<file path="src/rtl/ddc_seq_pkg.sv">
package ddc_seq_pkg;
  typedef enum logic [2:0] {
    OP_START   = 3'd0,
    OP_WRITE   = 3'd1,
    OP_RD_ACK  = 3'd2,
    OP_RD_NACK = 3'd3,
    OP_STOP    = 3'd4
  } eng_op_e;

  typedef enum logic [3:0] {
    S_IDLE, S_START, S_SEGW, S_ADRW, S_DEVR, S_READ, S_STREAM, S_STOP, S_FIN
  } seq_state_e;

  localparam logic [7:0] SEG_PTR_BYTE = 8'h60;
endpackage

</file>
<file path="src/rtl/ddc_req_clamp.sv">
module ddc_req_clamp #(
  parameter int CNT_W = 9
) (
  input  logic [CNT_W-1:0] count_i,
  input  logic [15:0]      addr_i,
  input  logic             wide_i,
  input  logic             cur_i,
  output logic [CNT_W-1:0] count_o
);
  localparam int LIM_W = (CNT_W > 17) ? CNT_W : 17;

  logic [LIM_W-1:0] limit, cnt_ext;

  always_comb begin
    cnt_ext = LIM_W'(count_i);
    if (wide_i) limit = LIM_W'(17'h10000) - LIM_W'(addr_i);
    else        limit = LIM_W'(17'h00100) - LIM_W'(addr_i[7:0]);
    if (cur_i || (cnt_ext <= limit)) count_o = count_i;
    else                             count_o = CNT_W'(limit);
  end
endmodule

</file>
<file path="src/rtl/ddc_ack_eval.sv">
module ddc_ack_eval #(
  parameter int CHUNK = 8,
  parameter int LEN_W = $clog2(CHUNK + 1)
) (
  input  logic [CHUNK-1:0] ack_i,
  input  logic [LEN_W-1:0] len_i,
  input  logic             final_i,
  output logic             ok_o
);
  logic [CHUNK-1:0] run;
  logic [LEN_W-1:0] run_cnt;

  // run[i] is set while every bit from 0 to i was acknowledged
  genvar gi;
  generate
    for (gi = 0; gi < CHUNK; gi++) begin : g_run
      if (gi == 0) begin : g_first
        assign run[gi] = ack_i[gi];
      end else begin : g_next
        assign run[gi] = run[gi-1] & ack_i[gi];
      end
    end
  endgenerate

  always_comb begin
    run_cnt = LEN_W'($countones(run));
    if (final_i) ok_o = (run_cnt == len_i - LEN_W'(1));
    else         ok_o = (run_cnt == len_i);
  end
endmodule

</file>
<file path="src/rtl/ddc_chunk_stream.sv">
module ddc_chunk_stream #(
  parameter int CHUNK = 8,
  parameter int LEN_W = $clog2(CHUNK + 1)
) (
  input  logic               clk,
  input  logic               rst_n,
  input  logic               load_i,
  input  logic [8*CHUNK-1:0] data_i,
  input  logic [LEN_W-1:0]   len_i,
  output logic               valid_o,
  output logic [7:0]         byte_o,
  output logic               last_o
);
  logic [8*CHUNK-1:0] buf_q, buf_d;
  logic [LEN_W-1:0]   left_q, left_d;
  logic               buf_en;

  assign valid_o = (left_q != '0);
  assign last_o  = (left_q == LEN_W'(1));
  assign byte_o  = buf_q[7:0];
  assign buf_en  = load_i | valid_o;

  always_comb begin
    buf_d  = buf_q;
    left_d = left_q;
    if (load_i) begin
      buf_d  = data_i;
      left_d = len_i;
    end else if (valid_o) begin
      buf_d  = buf_q >> 8;
      left_d = left_q - LEN_W'(1);
    end
  end

  always_ff @(posedge clk or negedge rst_n) begin
    if (!rst_n) begin
      left_q <= '0;
    end else begin
      left_q <= left_d;
    end
  end

  always_ff @(posedge clk) begin
    if (buf_en) buf_q <= buf_d;
  end
endmodule

</file>
<file path="src/rtl/ddc_rd_seq.sv">
module ddc_rd_seq
  import ddc_seq_pkg::*;
#(
  parameter int CNT_W = 9,
  parameter int CHUNK = 8
) (
  input  logic                       clk,
  input  logic                       rst_n,
  input  logic                       req_valid,
  input  logic [6:0]                 req_dev,
  input  logic [15:0]                req_addr,
  input  logic                       req_wide,
  input  logic                       req_cur,
  input  logic                       req_seg_en,
  input  logic [7:0]                 req_seg,
  input  logic [CNT_W-1:0]           req_count,
  output logic                       seq_busy,
  output logic                       cmd_valid,
  output logic [2:0]                 cmd_op,
  output logic [$clog2(CHUNK)-1:0]   cmd_len,
  output logic [8*CHUNK-1:0]         cmd_wdata,
  input  logic                       eng_busy,
  input  logic                       eng_done,
  input  logic [CHUNK-1:0]           eng_ack,
  input  logic [8*CHUNK-1:0]         eng_rdata,
  output logic                       rd_valid,
  output logic [7:0]                 rd_data,
  output logic                       done,
  output logic [CNT_W-1:0]           done_count,
  output logic                       done_err
);
  localparam int LEN_W = $clog2(CHUNK + 1);
  localparam int OPL_W = $clog2(CHUNK);

  // reset: asserted asynchronously, released after two clocks
  logic [1:0] rsync_q;
  logic       arst_n;
  always_ff @(posedge clk or negedge rst_n) begin
    if (!rst_n) rsync_q <= 2'b00;
    else        rsync_q <= {rsync_q[0], 1'b1};
  end
  assign arst_n = rsync_q[1];

  seq_state_e       state_q, state_d;
  logic             wait_q, wait_d;
  logic             seg_pend_q, seg_pend_d, adr_pend_q, adr_pend_d, err_q, err_d;
  logic [CNT_W-1:0] remain_q, remain_d, sent_q, sent_d, clamped;
  logic [6:0]       dev_q;
  logic [15:0]      addr_q;
  logic             wide_q;
  logic [7:0]       seg_q;
  logic             accept, final_chunk, rd_ok, wr_ok, strm_load, strm_last, in_cmd;
  logic [LEN_W-1:0] chunk_len, wr_nbytes;
  eng_op_e          op_sel;

  function automatic logic [CHUNK-1:0] low_mask(input logic [LEN_W-1:0] n);
    low_mask = '0;
    for (int i = 0; i < CHUNK; i++) if (i < int'(n)) low_mask[i] = 1'b1;
  endfunction

  ddc_req_clamp #(.CNT_W(CNT_W)) u_clamp (
    .count_i(req_count), .addr_i(req_addr), .wide_i(req_wide),
    .cur_i(req_cur), .count_o(clamped));

  assign final_chunk = (remain_q <= CNT_W'(CHUNK));
  assign chunk_len   = final_chunk ? remain_q[LEN_W-1:0] : LEN_W'(CHUNK);

  ddc_ack_eval #(.CHUNK(CHUNK), .LEN_W(LEN_W)) u_eval (
    .ack_i(eng_ack), .len_i(chunk_len), .final_i(final_chunk), .ok_o(rd_ok));

  ddc_chunk_stream #(.CHUNK(CHUNK), .LEN_W(LEN_W)) u_strm (
    .clk(clk), .rst_n(arst_n), .load_i(strm_load), .data_i(eng_rdata),
    .len_i(chunk_len), .valid_o(rd_valid), .byte_o(rd_data), .last_o(strm_last));

  assign accept = (state_q == S_IDLE) && req_valid && (req_count != '0) && !eng_busy;

  // command fields decoded from the phase
  always_comb begin
    in_cmd    = 1'b1;
    op_sel    = OP_START;
    wr_nbytes = LEN_W'(1);
    cmd_wdata = '0;
    unique case (state_q)
      S_START: op_sel = OP_START;
      S_SEGW: begin
        op_sel          = OP_WRITE;
        wr_nbytes       = LEN_W'(2);
        cmd_wdata[7:0]  = SEG_PTR_BYTE;
        cmd_wdata[15:8] = seg_q;
      end
      S_ADRW: begin
        op_sel         = OP_WRITE;
        cmd_wdata[7:0] = {dev_q, 1'b0};
        if (wide_q) begin
          wr_nbytes        = LEN_W'(3);
          cmd_wdata[15:8]  = addr_q[15:8];
          cmd_wdata[23:16] = addr_q[7:0];
        end else begin
          wr_nbytes       = LEN_W'(2);
          cmd_wdata[15:8] = addr_q[7:0];
        end
      end
      S_DEVR: begin
        op_sel         = OP_WRITE;
        cmd_wdata[7:0] = {dev_q, 1'b1};
      end
      S_READ:  op_sel = final_chunk ? OP_RD_NACK : OP_RD_ACK;
      S_STOP:  op_sel = OP_STOP;
      default: in_cmd = 1'b0;
    endcase
  end

  assign wr_ok     = (eng_ack == low_mask(wr_nbytes));
  assign cmd_valid = in_cmd && !wait_q;
  assign cmd_op    = op_sel;
  assign cmd_len   = (state_q == S_READ) ? OPL_W'(chunk_len - LEN_W'(1))
                                         : OPL_W'(wr_nbytes - LEN_W'(1));

  // next-state logic
  always_comb begin
    state_d    = state_q;
    wait_d     = wait_q;
    seg_pend_d = seg_pend_q;
    adr_pend_d = adr_pend_q;
    err_d      = err_q;
    remain_d   = remain_q;
    sent_d     = rd_valid ? sent_q + CNT_W'(1) : sent_q;
    strm_load  = 1'b0;
    if (cmd_valid) begin
      wait_d = 1'b1;
    end else if (wait_q && eng_done) begin
      wait_d = 1'b0;
      unique case (state_q)
        S_START: state_d = seg_pend_q ? S_SEGW : (adr_pend_q ? S_ADRW : S_DEVR);
        S_SEGW:  begin seg_pend_d = !wr_ok; state_d = wr_ok ? S_START : S_STOP; end
        S_ADRW:  begin adr_pend_d = !wr_ok; state_d = wr_ok ? S_START : S_STOP; end
        S_DEVR:  state_d = wr_ok ? S_READ : S_STOP;
        S_READ:  begin strm_load = rd_ok; state_d = rd_ok ? S_STREAM : S_STOP; end
        default: state_d = S_FIN;
      endcase
      if (((state_q == S_SEGW) || (state_q == S_ADRW) || (state_q == S_DEVR)) && !wr_ok)
        err_d = 1'b1;
      if ((state_q == S_READ) && !rd_ok) err_d = 1'b1;
    end
    unique case (state_q)
      S_IDLE: if (req_valid) begin
        sent_d     = '0;
        err_d      = !accept;
        remain_d   = clamped;
        seg_pend_d = req_seg_en;
        adr_pend_d = !req_cur;
        state_d    = accept ? S_START : S_FIN;
      end
      S_STREAM: if (strm_last) begin
        remain_d = remain_q - CNT_W'(chunk_len);
        state_d  = final_chunk ? S_STOP : S_READ;
      end
      S_FIN:   state_d = S_IDLE;
      default: ;
    endcase
  end

  always_ff @(posedge clk or negedge arst_n) begin
    if (!arst_n) begin
      state_q    <= S_IDLE;
      wait_q     <= 1'b0;
      seg_pend_q <= 1'b0;
      adr_pend_q <= 1'b0;
      err_q      <= 1'b0;
      remain_q   <= '0;
      sent_q     <= '0;
    end else begin
      state_q    <= state_d;
      wait_q     <= wait_d;
      seg_pend_q <= seg_pend_d;
      adr_pend_q <= adr_pend_d;
      err_q      <= err_d;
      remain_q   <= remain_d;
      sent_q     <= sent_d;
    end
  end

  always_ff @(posedge clk) begin
    if (accept) begin
      dev_q  <= req_dev;
      addr_q <= req_addr;
      wide_q <= req_wide;
      seg_q  <= req_seg;
    end
  end

  assign seq_busy   = (state_q != S_IDLE);
  assign done       = (state_q == S_FIN);
  assign done_count = sent_q;
  assign done_err   = err_q;
endmodule

</file>
<file path="config.mk">
export PLATFORM = sky130hd
export DESIGN_NAME = ddc_rd_seq
export DESIGN_NICKNAME = d
export VERILOG_FILES = /design/src/rtl/ddc_seq_pkg.sv /design/src/rtl/ddc_req_clamp.sv /design/src/rtl/ddc_ack_eval.sv /design/src/rtl/ddc_chunk_stream.sv /design/src/rtl/ddc_rd_seq.sv
export SDC_FILE = /design/constraint.sdc
export NUM_CORES = 1
export LEC_CHECK = 0
export BUFFER_PORTS_ARGS = -buffer_cell sky130_fd_sc_hd__clkbuf_2
export CORE_UTILIZATION = 40
export CTS_CLUSTER_SIZE = 24
export DETAILED_ROUTE_END_ITERATION = 8
export GPL_TIMING_DRIVEN = 1
export SLEW_MARGIN = 30
export SYNTH_ARGS = -nofsm -noshare
export SYNTH_HDL_FRONTEND = slang
export SYNTH_SLANG_ARGS = --single-unit
export TNS_END_PERCENT = 1
</file>
<file path="constraint.sdc">
create_clock -name clk -period 2.4 [get_ports clk]
set_clock_uncertainty 0.05 [all_clocks]
set_input_delay 0.24 -clock clk [delete_from_list [all_inputs] [get_ports clk]]
set_output_delay 0.24 -clock clk [all_outputs]
set_load 0.02 [all_outputs]
</file>
======== Yosys cells after proc, flatten, opt, wreduce, memory -nomap -nowiden ========
Index checks and enable logic that the tools add are counted.
word-level totals
  flip-flop bits (word level) ............. 128
  bits in latches ......................... 0
  RAM bits ................................ 0
  bits in read-only memories .............. 0
  input port bits ......................... 120
  output and inout bits ................... 92
  logic and storage cells ................. 155
  memories kept ........................... 0
cells by class
  add/sub/neg operators ................... 14
  multiply operators ...................... 0
  divide/modulo/power cells ............... 0
  $lt $le $gt $ge ......................... 10
  equality and inequality tests ........... 14
  shift operators ......................... 0
  muxes and demuxes ....................... 67
  bitwise logic cells ..................... 8
  reductions and logical operators ........ 28
operators with widths
  kind                                                             count
  2-to-1 mux 64 bit                                                2
  2-to-1 mux 9 bit                                                 6
  2-to-1 mux 1 bit                                                 34
  2-to-1 mux 4 bit                                                 8
  2-to-1 mux 8 bit                                                 3
  one-hot mux 8 bit (3 select lines)                               1
  one-hot mux 9 bit (2 select lines)                               1
  less-or-equal comparator 9 x 17 -> 1 bit                         1
  2-to-1 mux 17 bit                                                1
  subtractor 17 x 16 -> 17 bit (first input constant)              1
  equality test 4 x 3 -> 1 bit (second input constant)             4
  < comparator 3 x 4 -> 1 bit (first input constant)               4
  one-hot mux 4 bit (4 select lines)                               1
  one-hot mux 8 bit (2 select lines)                               1
  adder 4 bit                                                      3
  2-to-1 mux 3 bit                                                 4
  one-hot mux 4 bit (3 select lines)                               1
  subtractor 9 x 8 -> 10 bit (first input constant)                1
  adder 9 x 1 -> 9 bit (second input constant)                     1
  less-or-equal comparator 9 x 4 -> 1 bit (second input constant)  1
  one-hot mux 3 bit (3 select lines)                               1
  nonzero test 9 bit                                               1
  subtractor 9 x 4 -> 9 bit                                        1
  adder 1 x 1 -> 2 bit                                             4
  other kinds (25)                                                 55

======== Depth between registers and ports, before layout ========
  word-level depth ........................ 19
  depth in mapped cells ................... 18
  depth with buffers taken out ............ 17

======== Modules after synthesis ========
A second synthesis with hierarchy kept.
second synthesis, totals
  cell total of the unflattened synthesis .. 647
  area total of the unflattened synthesis .. 7408.4 um^2
by module, submodules not included
  module            times used  cells an instance  area an instance (um^2)  seq. area each (um^2)
  ddc_rd_seq        1           352                3447.1                   1661.6
  ddc_chunk_stream  1           171                2981.6                   2021.9
  ddc_req_clamp     1           81                 618.1                    0.0
  ddc_ack_eval      1           43                 361.6                    0.0

======== Worst setup path after synthesis ========
Ideal clock, no wire load.
  kind .................................... input -> register
  from .................................... in eng_ack[0]
  to ...................................... reg u_strm.buf_q[0], enable pin
  library setup time ...................... 0.394 ns
  arrival ................................. 4.620 ns
  data required time ...................... 1.956 ns
  slack ................................... -2.664 ns
  cell stages on the path ................. 17
  path buffers ............................ 1
  cell sequence ........................... and2_1 > and3_1 > nand4_1 > nor2_1 > fa_1 > inv_1 > fa_1 > inv_1 > ha_1 > inv_1 > fa_1 > xnor2_1 > a2111oi_2 > mux2i_1 > a211oi_4 > buf_6 > or2_2
on the way
  cells in the longest elaborated chain, start to end .. 17
  elaborated cells on any way between the ends .. 23
  those cells by class .................... add/sub (7); eq/ne (2); mux (4); bitwise (8); reduce/logical (2)
ends and longest elaborated chain
  element                                        line                                    text
  start, declared                                ddc_rd_seq.sv:24                        input logic [CHUNK-1:0] eng_ack,
  bitwise AND 1 bit (7 in a row)                 ddc_ack_eval.sv:20                      assign run[gi] = run[gi-1] & ack_i[gi];
  adder 1 x 1 -> 2 bit (not written as such)     ddc_ack_eval.sv:26                      run_cnt = LEN_W'($countones(run));
  adder 4 bit (not written as such)              ddc_ack_eval.sv:26
  adder 4 bit (not written as such) *            ddc_ack_eval.sv:26
  equality test 4 bit, on equally long branches  ddc_ack_eval.sv:28, ddc_ack_eval.sv:27
  2-to-1 mux 1 bit *                             ddc_ack_eval.sv:27                      if (final_i) ok_o = (run_cnt == len_i - LEN_W'(1));
  2-to-1 mux 1 bit *                             ddc_rd_seq.sv:133                       unique case (state_q)
  2-to-1 mux 1 bit *                             ddc_rd_seq.sv:131                       end else if (wait_q && eng_done) begin
  2-to-1 mux 1 bit *                             ddc_rd_seq.sv:129                       if (cmd_valid) begin
  OR 1 bit *                                     ddc_chunk_stream.sv:21                  assign buf_en = load_i | valid_o;
  named net u_strm.buf_en                        ddc_chunk_stream.sv:16                  logic buf_en;
  AND reduction 2 bit (no line) *                --
  end signal, assigned                           ddc_chunk_stream.sv:44                  if (buf_en) buf_q <= buf_d;
  end, declared                                  ddc_chunk_stream.sv:14                  logic [8*CHUNK-1:0] buf_q, buf_d;
The timed path passes the listed nets; every way through them passes the cells marked *.
A chain may end at the register's enable or synchronous reset.

======== Worst setup path in the final report ========
  from .................................... in eng_ack[0]
  to ...................................... reg u_strm.buf_q[49], data pin
on the way
  cells in the longest elaborated chain, start to end .. 16
  elaborated cells on any way between the ends .. 21
  those cells by class .................... add/sub (7); eq/ne (2); mux (5); bitwise (7)
ends and longest elaborated chain
  element                                        line                                    text
  bitwise AND 1 bit (7 in a row)                 ddc_ack_eval.sv:20
  adder 1 x 1 -> 2 bit (not written as such)     ddc_ack_eval.sv:26
  adder 4 bit (not written as such)              ddc_ack_eval.sv:26
  adder 4 bit (not written as such) *            ddc_ack_eval.sv:26
  equality test 4 bit, on equally long branches  ddc_ack_eval.sv:28, ddc_ack_eval.sv:27
  2-to-1 mux 1 bit *                             ddc_ack_eval.sv:27
  2-to-1 mux 1 bit *                             ddc_rd_seq.sv:133
  2-to-1 mux 1 bit *                             ddc_rd_seq.sv:131
  2-to-1 mux 1 bit *                             ddc_rd_seq.sv:129
  2-to-1 mux 64 bit *                            ddc_chunk_stream.sv:26                  if (load_i) begin
  named net u_strm.buf_d[49]                     ddc_chunk_stream.sv:14
Marked as above.

==> flow_results.org <==
** Hold path
- Min-Delay Path Depth :: 2
- Worst min path class :: in -> reg

** Die
- The die covers 18670 um2.
- Die height :: 136.6 um
- Count of pins on the block boundary :: 212
- Starting utilization of the core area :: 41.48%
- Area inside the core boundary :: 17480 um2
- The initialized floorplan defines 48 standard-cell rows.
- The floorplan step set the die width to 136.6 um.

** Final layout
- Highest-count cells in the layout ignoring fill and taps :: sky130_fd_sc_hd__clkbuf_2, sky130_fd_sc_hd__edfxtp_1, sky130_fd_sc_hd__buf_4
- Fin util :: 56.72%
- Final-stage net count :: 1054
- Fraction of final layout cells sized beyond drive strength 1 :: 41.99%
- The repair_antennas step left the layout with diodes totalling 0.
- Most common library cell in the layout ignoring fill and taps :: sky130_fd_sc_hd__clkbuf_2
- Layout area overhead :: 36.74%

** Detailed routing
- DR DRC count :: 0
- Remaining antenna violation count after routing :: 0
- Dividing the detail-routed via count by the number of cells gives 5.042.
- Post-DR wirelength/cell :: 16.02 um
- The detailed router finished its first iteration with 322 violations.
- Via count :: 5793
- DRT Wirelength :: 18400 um
- TritonRoute pass-1 iters :: 5

** Yosys
- Share of synthesized flip-flops with an asynchronous set or reset :: 25.00%
- Mapped Avg Cell Area :: 11.45 um2
- In this run, synthesis inferred 96 flip-flops with an integrated enable.
- Main combinational cell family by area after synthesis :: simple AND/OR/NAND/NOR gates
- Count of distinct cell types in the synthesized netlist :: 66
- After synthesis the netlist holds a flip-flop and latch count of 128.
- The synthesized netlist occupies a cell area of 7249 um2.
- Proportion of synthesized area in mux cells :: 11.05%
- Xor/xnor share of the synthesized area :: 2.295%
- Synthesis produced a netlist whose cell count is 633.
- Among all flip-flop cells after synthesis, the most frequent one is sky130_fd_sc_hd__edfxtp_1.
- Of the synthesized area, sequential elements account for 50.81%.
- Fraction of the mapped netlist area in adder cells :: 4.211%
- Summing the areas of all compound-gate instances in the mapped netlist gives 8.958% of the synthesized area.
- Of the total synthesized cell area, the portion taken by AND, OR, NAND and NOR gates is 14.39%.
- Ys Warns :: 0

** STA
- Final setup viols :: 145
- The routed design could run at a clock period as short as 3901 ps.
- Maximum clock frequency :: 0.2563 GHz
- Worst Hold Slack :: 41.87 ps
- Final hold vios :: 0
- Unrepaired setup endpoints after global routing :: true
- Final Max Tran Viols :: 0
- In the finished design, the share of the clock period the worst path needs comes to 162.5%.
- Across all setup checks in the final design, the least slack found is -1501 ps.
- Setup TNS Final :: -191840 ps

** Power
- IR analysis of the VDD net gives a maximum drop of 0.5586 mV.
- P_leak :: 4.486 nW
- For this design the ratio of total power to cell area is 984.1 nW/um2.
- Total power for the finished layout comes to 9.756 mW.

** Global route
- Via count of the first global-routing pass :: 5715
- Across every metal layer, demand over resource in global routing totals 19.78%.
- Largest net degree at the start of global routing :: 36
- The initial antenna violation count came to 0.
- The first global-routing pass estimated 27820 um of wire.
- GRT overflow :: 0

** Clock network
- H-tree Lvls :: 4
- The cell sitting at the root of the clock tree is a sky130_fd_sc_hd__clkbuf_16.
- Clock-pin slew was measured on the worst setup and hold paths at 60 ps.
- CTS buffer count :: 17
- Buffer depth of the longest clock path :: 2
- Clock network latency to the later pin of the worst-skew pair :: 420 ps
- The tree built by TritonCTS fans out to 128 sinks.
- TritonCTS built the clock tree.

** Placement
- Number of input and output port buffers inserted :: 171
- Dpl hpwl :: 13850 um
- GPL Wtd Cong :: 0.8981

** Outcome
- The run finished, with violations left.
- Violated checks :: negative setup slack

** Critical path
- Crit path capture type :: flip-flop
- On the critical path, the stage with the largest delay is an instance of sky130_fd_sc_hd__fa_1.
- Delay of the slowest cell on the worst path :: 430 ps
- The number of cells on the worst reg-to-reg path is 12.
- Worst setup path category :: in -> reg
- Largest driver fanout on the critical path :: 15
- Crit path DAT :: 4020 ps
- In this design, the critical path's most frequently occurring cell is sky130_fd_sc_hd__inv_1.
- Crit-path cells :: clkbuf_2 -> and2_4 -> and3_4 -> nand4_1 -> nor2_1 -> fa_1 -> inv_1 -> fa_1 -> inv_1 -> ha_1 -> inv_1 -> fa_2 -> xnor2_2 -> a2111oi_4 -> mux2i_2 -> a211oi_4 -> buf_12 -> buf_12 -> mux2_2
- Data required time of the worst path :: 2520 ps
- STA classifies the critical path startpoint as an input port.

** Job
- The tool flagged a number of max-cap violations equal to 0.
-- what timing repair did --
item | in CTS | in global routing
endpoints found under the hold margin | 24 | 0
gates resized for setup | 31 | 18
setup endpoints to repair | 152 | 160
hold buffers | 23 | 0
pin swaps | 13 | 3
setup buffers | 1 | 1
-- worst max-delay path, delay by kind of cell --
kind	cells	cell delay (ps)
AO/OA/AOI/OAI	2	540
XOR/XNOR	1	160
AND/OR/NAND/NOR	4	570
multiplexers	2	490
buffers and inverters	6	640
adder cells (fa/ha/maj)	4	1350
-- final timing paths --
kind / from / endpoint / slack (ps)
worst max-delay path: eng_ack[0] / u_strm.buf_q[49] / -1500
worst min-delay path: req_cur / adr_pend_q / 40
worst max register to register: remain_q[2] / u_strm.buf_q[49] / -620
worst min register to register: rsync_q[1] / done_count[8] / 210
max in group asynchronous: rsync_q[1] / remain_q[4] / 1800
min in group asynchronous: rst_n / rsync_q[0] / 90
-- through the flow --
stage | worst slack, ps | cells | cell area (um2)
floorplan | -2125 | 673 | 7430
global placement | -1895 | 1093 | 8901
detailed placement | -2109 | 1093 | 8901
CTS | -1563 | 1148 | 9832
global route | -1644 | 1149 | 9913
finish | -1501 | 1149 | 9913
-- registers in the layout (all words and copies together) (netlist names) --
register and cells:
u_strm.buf_q 64, seg_q 8, seg_pend_q 1, remain_q 9, addr_q 16, u_strm.left_q 4
state_q 4, done_err 1, wait_q 1, done_count 9, adr_pend_q 1, dev_q 7
rsync_q 2, wide_q 1
-- cell type report --
cell class                      instances  area, um2
Inverter                               23      86.33
Clock buffer                           17      425.4
Multi-Input combinational cell        448       3352
Fill cell                            1499       7564
Timing Repair Buffer                  294       1943
Clock inverter                         14      141.4
Tap cell                              225      281.5
Sequential cell                       128       3684
-- synth_stat cells (3+ instances only) --
cell type / n / share of area [%]
sky130_fd_sc_hd__buf_4: 48 / 5.0
sky130_fd_sc_hd__inv_1: 23 / 1.2
sky130_fd_sc_hd__o31ai_1: 5 / 0.52
sky130_fd_sc_hd__fa_1: 4 / 1.1
sky130_fd_sc_hd__xor2_1: 10 / 1.2
sky130_fd_sc_hd__nor2b_1: 6 / 0.52
sky130_fd_sc_hd__or4_1: 3 / 0.31
sky130_fd_sc_hd__a21o_1: 6 / 0.62
sky130_fd_sc_hd__dfrtp_1: 32 / 11
sky130_fd_sc_hd__nand2b_1: 7 / 0.60
sky130_fd_sc_hd__nor3b_1: 4 / 0.41
sky130_fd_sc_hd__nand4_1: 7 / 0.60
sky130_fd_sc_hd__and3_1: 12 / 1.0
sky130_fd_sc_hd__o22ai_1: 4 / 0.35
sky130_fd_sc_hd__clkbuf_1: 16 / 0.83
sky130_fd_sc_hd__nand2_1: 43 / 2.2
sky130_fd_sc_hd__o211ai_1: 4 / 0.41
sky130_fd_sc_hd__o21ai_0: 25 / 1.7
sky130_fd_sc_hd__o311ai_0: 3 / 0.36
sky130_fd_sc_hd__buf_6: 6 / 0.93
sky130_fd_sc_hd__a31oi_1: 6 / 0.52
sky130_fd_sc_hd__ha_1: 18 / 3.1
sky130_fd_sc_hd__a21oi_1: 22 / 1.5
sky130_fd_sc_hd__nand3_1: 9 / 0.62
sky130_fd_sc_hd__nor3_1: 17 / 1.2
sky130_fd_sc_hd__or3_1: 7 / 0.60
sky130_fd_sc_hd__nor2_1: 40 / 2.1
sky130_fd_sc_hd__and4_1: 4 / 0.48
sky130_fd_sc_hd__mux2i_1: 17 / 2.3
sky130_fd_sc_hd__xnor2_1: 9 / 1.1
sky130_fd_sc_hd__edfxtp_1: 96 / 40
sky130_fd_sc_hd__buf_2: 3 / 0.21
sky130_fd_sc_hd__and2_1: 18 / 1.6
sky130_fd_sc_hd__mux2_2: 48 / 7.5
sky130_fd_sc_hd__mux2_1: 8 / 1.2
-- where the power goes --
group	switching, mW	internal (mW)
sequential	0.321	3.32
clock	0.969	1.52
combinational	2.02	1.60
-- metal layers --
layer / vias to the layer above / track usage (%) / wire [um]
met4: 0 / 8.642 / 403
met5: - / 0 / 0
met1: 2758 / 23.05 / 7379
li1: 2790 / - / -
met2: 215 / 33.62 / 9318
met3: 30 / 5.852 / 1303
-- cells by family (layout without fill, tap and decap cells) --
family,count (synthesis),count (layout)
adder cells (fa/ha/maj),22,22
AO/OA/AOI/OAI,98,98
multiplexers,73,73
buffers and inverters,97,348
other,2,42
XOR/XNOR,19,19
AND/OR/NAND/NOR,194,194
flip-flops,128,128
Power figures use the tool's default switching activity.
